$ cat src/rtl/pwm_timer.sv
module pwm_timer #(
  parameter int W       = 16,
  parameter int MIN_TOP = 3
) (
  input  logic         clk,
  input  logic         rst_n,
  input  logic         tick,
  input  logic         wr_en,
  input  logic [2:0]   wr_addr,
  input  logic [W-1:0] wr_data,
  output logic [W-1:0] count,
  output logic [3:0]   flags,
  output logic         out_a,
  output logic         out_b
);
  localparam logic [3:0]   M_FIX8 = 4'd5, M_FIX9 = 4'd6, M_FIX10 = 4'd7;
  localparam logic [3:0]   M_PER = 4'd14, M_CMPA = 4'd15;
  localparam logic [W-1:0] FLOOR = W'(MIN_TOP);

  logic [3:0]   mode_q, flg_q, set_f, clr_f;
  logic [1:0]   ctl_a_q, ctl_b_q;
  logic [W-1:0] cnt_q, buf_a_q, buf_b_q, act_a_q, act_b_q, per_q;
  logic [W-1:0] top, nxt_cnt, nxt_a, nxt_b;
  logic         lvl_a_q, lvl_b_q, run, adv, at_top, wrap;

  always_comb begin
    run = 1'b1;
    case (mode_q)
      M_FIX8:  top = W'(16'h00FF);
      M_FIX9:  top = W'(16'h01FF);
      M_FIX10: top = W'(16'h03FF);
      M_PER:   top = (per_q < FLOOR) ? FLOOR : per_q;
      M_CMPA:  top = (act_a_q < FLOOR) ? FLOOR : act_a_q;
      default: begin run = 1'b0; top = '0; end
    endcase
  end

  assign at_top  = (cnt_q == top);
  assign adv     = tick & run;
  assign wrap    = adv & at_top;
  assign nxt_cnt = wrap ? '0 : cnt_q + W'(1);
  assign nxt_a   = wrap ? buf_a_q : act_a_q;
  assign nxt_b   = wrap ? buf_b_q : act_b_q;

  assign set_f[0] = wrap;
  assign set_f[1] = adv & ((cnt_q == act_a_q) | (at_top & (mode_q == M_CMPA)));
  assign set_f[2] = adv & (cnt_q == act_b_q);
  assign set_f[3] = wrap & (mode_q == M_PER);
  assign clr_f    = (wr_en && wr_addr == 3'd4) ? wr_data[3:0] : 4'd0;

  always_ff @(posedge clk) begin
    if (!rst_n) begin
      mode_q <= '0; ctl_a_q <= '0; ctl_b_q <= '0;
      cnt_q <= '0; buf_a_q <= '0; buf_b_q <= '0;
      act_a_q <= '0; act_b_q <= '0; per_q <= '0;
      flg_q <= '0; lvl_a_q <= 1'b0; lvl_b_q <= 1'b0;
    end else begin
      if (adv) begin
        cnt_q   <= nxt_cnt;
        act_a_q <= nxt_a;
        act_b_q <= nxt_b;
        lvl_a_q <= (nxt_cnt < nxt_a);
        lvl_b_q <= (nxt_cnt < nxt_b);
      end
      flg_q <= (flg_q & ~clr_f) | set_f;
      if (wr_en) begin
        case (wr_addr)
          3'd0: begin
            mode_q  <= wr_data[3:0];
            ctl_a_q <= wr_data[5:4];
            ctl_b_q <= wr_data[7:6];
          end
          3'd1: buf_a_q <= wr_data;
          3'd2: buf_b_q <= wr_data;
          3'd3: per_q   <= wr_data;
          default: ;
        endcase
      end
    end
  end

  assign count = cnt_q;
  assign flags = flg_q;
  assign out_a = ctl_a_q[1] & (lvl_a_q ^ ctl_a_q[0]);
  assign out_b = ctl_b_q[1] & (lvl_b_q ^ ctl_b_q[0]);

  assert_wrap_R2: assert property (@(posedge clk) disable iff (!rst_n)
    wrap |=> cnt_q == '0);
  assert_step_R2: assert property (@(posedge clk) disable iff (!rst_n)
    (adv && !at_top) |=> cnt_q == $past(cnt_q) + W'(1));
  assert_idle_R2: assert property (@(posedge clk) disable iff (!rst_n)
    !tick |=> $stable(cnt_q));
  assert_period_flag_R5: assert property (@(posedge clk) disable iff (!rst_n)
    wrap |=> flg_q[0]);
  assert_limit_flag_R5: assert property (@(posedge clk) disable iff (!rst_n)
    (wrap && mode_q == M_PER) |=> flg_q[3]);
  assert_match_b_R6: assert property (@(posedge clk) disable iff (!rst_n)
    (adv && cnt_q == act_b_q) |=> flg_q[2]);
  assert_sticky_R7: assert property (@(posedge clk) disable iff (!rst_n)
    (flg_q[0] && !(wr_en && wr_addr == 3'd4 && wr_data[0])) |=> flg_q[0]);
  assert_hold_cmp_R8: assert property (@(posedge clk) disable iff (!rst_n)
    !wrap |=> ($stable(act_a_q) && $stable(act_b_q)));
  assert_load_cmp_R8: assert property (@(posedge clk) disable iff (!rst_n)
    wrap |=> act_a_q == $past(buf_a_q));
  assert_level_R9: assert property (@(posedge clk) disable iff (!rst_n)
    (lvl_a_q == (cnt_q < act_a_q)) && (lvl_b_q == (cnt_q < act_b_q)));
  assert_no_run_R3: assert property (@(posedge clk) disable iff (!rst_n)
    !run |=> $stable(cnt_q));
endmodule

$ cat config.mk
export PLATFORM = sky130hd
export DESIGN_NAME = pwm_timer
export DESIGN_NICKNAME = d
export VERILOG_FILES = /design/src/rtl/pwm_timer.sv
export SDC_FILE = /design/constraint.sdc
export NUM_CORES = 1
export LEC_CHECK = 0
export BUFFER_PORTS_ARGS = -buffer_cell sky130_fd_sc_hd__buf_2
export CORE_ASPECT_RATIO = 1.4
export CORE_MARGIN = 2
export CORE_UTILIZATION = 60
export CTS_BUF_LIST = sky130_fd_sc_hd__clkbuf_16
export CTS_CLUSTER_SIZE = 30
export DETAILED_ROUTE_END_ITERATION = 6
export GPL_ROUTABILITY_DRIVEN = 0
export PLACE_DENSITY_LB_ADDON = 0.25
export RECOVER_POWER = 50
export SETUP_SLACK_MARGIN = 0.1
export SYNTH_ARGS = -nofsm -noshare
export SYNTH_HDL_FRONTEND = slang
export SYNTH_SLANG_ARGS = --single-unit
$ cat constraint.sdc
create_clock -name clk -period 10.7 [get_ports clk]
set_input_delay 0.535 -clock clk [delete_from_list [all_inputs] [get_ports clk]]
set_output_delay 0.535 -clock clk [all_outputs]
set_load 0.03 [all_outputs]
==> metrics, run 1 <==
# diodes 0; CP Capture Type flip-flop; TritonCTS Sinks 110; switching pwr approximately 0.19 mW; Yosys top cell by area dfxtp_1; Via Count 5931; R2R setup slack 5.97 ns; nets roughly 860; RSZ-0062 raised after global routing false; P&R area growth vs syn 6.29%; Clock Skew just over 0.007 ns; sequential cell area fraction in the yosys report about 33%; Worst EP arrival 5.04 ns; Sum Neg Setup Slack 0 ns; Int Power between 0.6 and 0.7 mW; Post-CTS Hold Buffers 0; headroom to the max-slew limit about a quarter; leading post-synthesis cells by cell area dfxtp_1 33%, nand2_1 9.6%, a21boi_0 7.1%; Setup violations, final 0; CTS resizes 0; clock power share a little over two fifths; Cell Area, Synth 6650 sq um; Max Cap Viol 0; Worst Setup Start Kind flip-flop; initial antenna violation count 0; all-layer global routing usage a little under a third; synthesized net count around 860; critical path required time between 10 and 15 ns; final hold violation count 0; non-filler instance count after layout 956; Post-synth EDFFs 0; dpl hpwl roughly 13 mm; Syn. warnings 0; Die ar. 11900 sq um; Skew-Pair Late Insertion Delay approximately 0.35 ns; initial cell density of the core roughly three fifths; post-placement cell count 940; DRT Pass-1 Iters 5; wire per inst around 19 microns; largest net degree at the start of global routing roughly 120; WL final approximately 18 mm; Most used DFF post-synth dfxtp_1; count leader, synth nand2_1; # Post-CTS Setup Buffers 0; ANT nets after route 0; status complete, no violations; Flop pwr share between 50% and 60%; Fillers 967; core outline area roughly 11000 sq um; crit path time final 4.73 ns; Power per Cell Area around 110 nW/um^2; critical path fanouts, max 39; Post-synth ARST share 0%; Mean Syn Cell Area slightly above 8 sq um; P_leak between 2 and 3 nW; VDD IR max a little over 0.1 mV; Initial DRC Count ~500; vias in the first global route between 5k and 6k; Port Buffer Count 44; combinational power share under 10%; FMAX 211 MHz; CTS Buffer Depth 2; Netlist cell types 60; switch share a little under a quarter; critical path class reg -> reg; Die H approximately 130 microns; DIE WIDTH slightly above 90 microns; CTS Buf Count 9; Final period util between 40% and 50%; post-synth top area share 33.1%; clk root buf clkbuf_16; drc violations 0; Std-Cell Rows 45; max-slew violations 0; #FFs+latches synth between 100 and 150; Hold Path Class in -> reg; first-pass GRT wire length roughly 29 mm; I/O pins between 40 and 50; Syn Inst Count 809; layout cells sized above 1 around 8.5%; worst slew pin tran 1.14 ns; H-tree depth 3; GR Overflow Total 0; vias per cell between 6 and 7; Post-synth top cells 170 x nand2_1, 110 x dfxtp_1, 63 x a21boi_0; Clk pin slew, worst setup/hold paths ~0.08 ns; CTS tree done
[cell usage in the layout (no fill, tap or decap), types with 11 or more instances in the layout]
master	instances
a21boi_0	63
a21oi_1	26
buf_2	21
clkbuf_1	23
dfxtp_1	110
ha_1	31
mux2i_1	41
nand2_1	170
nand3_1	18
nand4_1	18
nor2_1	35
nor2b_1	38
nor3_1	15
nor4_1	11
xnor2_1	26
xor2_1	27
[power by group through the flow]
stage          logic (mW)  clock network (mW)  registers (mW)
6_report           0.0356               0.345           0.418
5_1_grt            0.0392               0.363           0.418
4_1_cts            0.0354               0.345           0.418
3_5_place_dp       0.0351                   0           0.427
3_3_place_gp       0.0341                   0           0.427
2_1_floorplan      0.0234                   0           0.425
[metrics by stage]
| step | utilization [%] | hold WS, ns | power, mW | setup slack, ns | area (sq um) |
|---|---|---|---|---|---|
| after floorplan | - | 0.439 | 0.448 | 7.10 | 6650 |
| after global placement | 62.9 | 0.451 | 0.461 | 6.19 | 6800 |
| after detailed placement | 62.9 | 0.458 | 0.462 | 6.04 | 6800 |
| after CTS | 65.6 | 0.462 | 0.798 | 6.01 | 7090 |
| after global routing | 65.3 | 0.475 | 0.821 | 5.64 | 7060 |
| final | 65.3 | 0.459 | 0.799 | 5.97 | 7060 |
[logic make-up (layout without fill, tap and decap cells)]
logic type	count (synthesis)	after routing	share of synthesized area (%)
multiplexers	45	45	6.85
XOR/XNOR	53	53	6.99
buffers and inverters	67	73	4.69
adder cells (fa/ha/maj)	31	31	5.84
AO/OA/AOI/OAI	156	156	17.4
AND/OR/NAND/NOR	347	347	25.1
flip-flops	110	110	33.1
[area by class of cell]
class / instances / area (sq um) / share of cell area (%)
clock buffers: 9 / 225 / 3.19
well taps: 141 / 176 / 2.50
flip-flops and latches: 110 / 2200 / 31.2
inverters: 10 / 37.5 / 0.531
clock inverters: 7 / 71.3 / 1.01
multi-input cells: 632 / 4140 / 58.6
repair buffers: 47 / 214 / 3.03
[state kept, by name, indices dropped and copies added, names as in the netlist]
register  flops
buf_b_q      16
ctl_b_q       2
lvl_b_q       1
per_q        16
act_b_q      16
lvl_a_q       1
ctl_a_q       2
act_a_q      16
count        16
mode_q        4
flags         4
buf_a_q      16
[path summary, 6_finish.rpt]
path	depth (start not counted)	from	end
min reg2reg	2	ctl_a_q[1]$_SDFFE_PN0P_	ctl_a_q[1]$_SDFFE_PN0P_
max	17	mode_q[0]$_SDFFE_PN0P_	lvl_a_q$_SDFFE_PN0P_
max reg2reg	17	mode_q[0]$_SDFFE_PN0P_	lvl_a_q$_SDFFE_PN0P_
min	3	wr_data[14]	per_q[14]$_SDFFE_PN0P_
[critical path, cell delays in order, from the launching register on]
cell and delay, ns:
dfxtp_1 0.31, buf_4 0.34, mux2_2 0.40, or3_1 0.31
a221oi_1 0.26, a211oi_1 0.14, nor4_1 0.22, and3_2 0.95
mux2i_1 0.36, ha_1 0.29, a21o_1 0.16, a21o_1 0.17
a21oi_1 0.14, o211ai_1 0.13, nand2_1 0.11, nand2_1 0.05
a31o_2 0.25, nand2_1 0.05
[layer usage]
| metal | track usage [%] | up-vias | share of wire [%] |
|---|---|---|---|
| li1 | - | 2793 | - |
| met1 | 39.8 | 2822 | 41 |
| met2 | 50.3 | 258 | 47 |
| met3 | 3.51 | 58 | 7.5 |
| met4 | 15.1 | 0 | 4.8 |
| met5 | 0 | - | 0 |
Power figures use the tool's default switching activity.
==> run 2, diff against run 1 <==
- clock period: 10.7 -> 4.5 ns (I/O delays scaled with it)
==> run 2 against run 1 <==
- sequential cell count unchanged
- hold slack worse by 0.31 ns
- non-clock buffer count grew 6
- design area rose by 0.66%
- global-route usage up 1.8 points
- via count rose by 2.9%
- final cell count increased by 0.63%
- fmax grew 13%
- wire length rose by 6.1%
- die area is the same
- critical path type unchanged
- largest cell class unchanged
- highest routed layer unchanged
==> metrics, run 2 (synthesized netlist as in run 1, its figures left out) <==
Via Count 6101 (+2.9%); dpl hpwl 14.2 mm (+5.8%); commonest non-fill, non-tap cells in the layout 170 x nand2_1, 109 x dfxtp_1, 63 x a21boi_0; final hold violation count 0 (unchanged); CTS Buffer Depth 2 (unchanged); crit path time final 4.18 ns (-0.554 ns); status complete, no violations; all-layer global routing usage 32.4% (+1.8 points); initial antenna violation count 0 (unchanged); vias per cell 6.34 (+2.2%); RSZ-0062 raised after global routing false; worst slew pin tran 1.43 ns (+0.282 ns); Setup violations, final 0 (unchanged); CP max stage cell nor4_1; DRT Pass-1 Iters 5 (unchanged); core outline area 10800 sq um (unchanged); Layout Utilization 65.8% (+0.43 points); DIE WIDTH 92.9 microns (unchanged); VDD IR max 0.198 mV (+94%); Final period util 92.9% (+49 points); ANT nets after route 0 (unchanged); Fillers 968 (+0.10%); Hold Path Class in -> reg; vias in the first global route 5850 (+5.7%); # Post-CTS Setup Buffers 0 (unchanged); Buf/Inv on CP 1 (unchanged); CTS tree done; R2R setup slack 0.32 ns (-5.65 ns); Clk pin slew, worst setup/hold paths 0.07 ns (about the same); CP Capture Type flip-flop; Skew-Pair Late Insertion Delay 0.35 ns (about the same); Worst R2R Start act_a_q[11]$_SDFFE_PN0P_; hold_ws 0.152 ns (-0.307 ns); initial cell density of the core 61.5% (unchanged); Std-Cell Rows 45 (unchanged); max incr delay on CP 0.43 ns (-0.52 ns); TritonCTS Sinks 110 (unchanged); total power 1.88 mW (+140%); # diodes 0 (unchanged); reg2reg path depth 15 (-2); P_leak 2.64 nW (+1.2%); Sum Neg Setup Slack 0 ns (unchanged); headroom to the max-slew limit 4.97% (-19 points); commonest non-fill, non-tap cell in the layout nand2_1; GR Overflow Total 0 (unchanged); layout cells sized above 1 9.01% (+0.55 points); nets 870 (+0.69%); Initial DRC Count 561 (+12%); max-slew violations 0 (unchanged); clk root buf clkbuf_16; H-tree depth 3 (unchanged); Worst Setup Start Kind flip-flop; critical path launch point act_a_q[11]$_SDFFE_PN0P_; Die ar. 11900 sq um (unchanged); wire per inst 19.8 microns (+5.4%); critical path class reg -> reg; FMAX 239 MHz (+13%); Post-CTS Hold Buffers 0 (unchanged); Setup crit end lvl_b_q$_SDFFE_PN0P_; CP delay by family, top simple AND/OR/NAND/NOR gates; Worst EP arrival 4.45 ns (-0.59 ns); Clock Skew 0.00987 ns (+0.00263 ns); first-pass GRT wire length 30.3 mm (+5.7%); critical path fanouts, max 19 (-51%); R2R Path End lvl_b_q$_SDFFE_PN0P_; Max Cap Viol 0 (unchanged); largest net degree at the start of global routing 89 (-28%); Die H 129 microns (unchanged); critical path required time 4.78 ns (-6.22 ns); CTS resizes 0 (unchanged); CTS Buf Count 9 (unchanged); I/O pins 45 (unchanged); P&R area growth vs syn 6.99%; drc violations 0 (unchanged); critical path cell sequence nor4_1 > nand4_1 > mux2_2 > nor4_1 > a211o_1 > and3_4 > buf_4 > mux2i_1 > ha_1 > a21o_1 > a21o_1 > a21oi_1 > nand2_1 > a31o_2 > o21ai_0; Port Buffer Count 44 (unchanged); Stages on worst setup path 15 (-2); WL final 19.1 mm (+6.1%); Power per Cell Area 264 nW/um^2 (+130%)
-- run 2: metal layers --
| layer | share of wire [%] | GRT usage [%] | vias to the layer above |
|---|---|---|---|
| li1 | - | - | 2823 |
| met1 | 39 | 41.3 | 2857 |
| met2 | 48 | 54.1 | 332 |
| met3 | 7.8 | 4.39 | 89 |
| met4 | 4.9 | 15.7 | 0 |
| met5 | 0 | 0 | - |
-- run 2: area by class of cell --
type	instances	area (sq um)	area share [%]
clock buffer	9	225	3.17
clock inverter	7	63.8	0.898
inverter	10	37.5	0.528
multi-input combinational	632	4150	58.3
sequential	110	2200	31.0
tap	141	176	2.48
timing repair buffer	53	258	3.63
-- run 2: worst reg2reg max path: stages, from the launching register on --
cell and delay [ns]:
dfxtp_1 0.35, nor4_1 0.43, nand4_1 0.31, mux2_2 0.36, nor4_1 0.24, a211o_1 0.24
and3_4 0.42, buf_4 0.27, mux2i_1 0.27, ha_1 0.29, a21o_1 0.16, a21o_1 0.17
a21oi_1 0.18, nand2_1 0.09, a31o_2 0.25, o21ai_0 0.07
-- run 2: stage by stage --
step	instances	area [sq um]	worst slack, ns
after detailed placement	946	6840	0.264
final	962	7110	0.321
after global placement	946	6840	0.472
after global routing	962	7110	0.0895
after CTS	962	7130	0.221
after floorplan	809	6650	0.904
-- run 2: how the worst min path moves through the flow --
stage / from / to / slack, ns / depth (start not counted)
after floorplan: wr_data[0] / buf_a_q[0]$_SDFFE_PN0P_ / 0.37 / 2
after global placement: ctl_a_q[1]$_SDFFE_PN0P_ / ctl_a_q[1]$_SDFFE_PN0P_ / 0.45 / 2
after detailed placement: ctl_a_q[1]$_SDFFE_PN0P_ / ctl_a_q[1]$_SDFFE_PN0P_ / 0.45 / 2
after CTS: wr_data[11] / buf_b_q[11]$_SDFFE_PN0P_ / 0.15 / 3
after global routing: wr_data[8] / buf_b_q[8]$_SDFFE_PN0P_ / 0.16 / 3
final: wr_data[11] / buf_b_q[11]$_SDFFE_PN0P_ / 0.15 / 3
-- run 2: power breakdown --
part	switching (mW)	internal, mW
Sequential	0.0104	0.983
Clock	0.370	0.429
Combinational	0.0518	0.0332
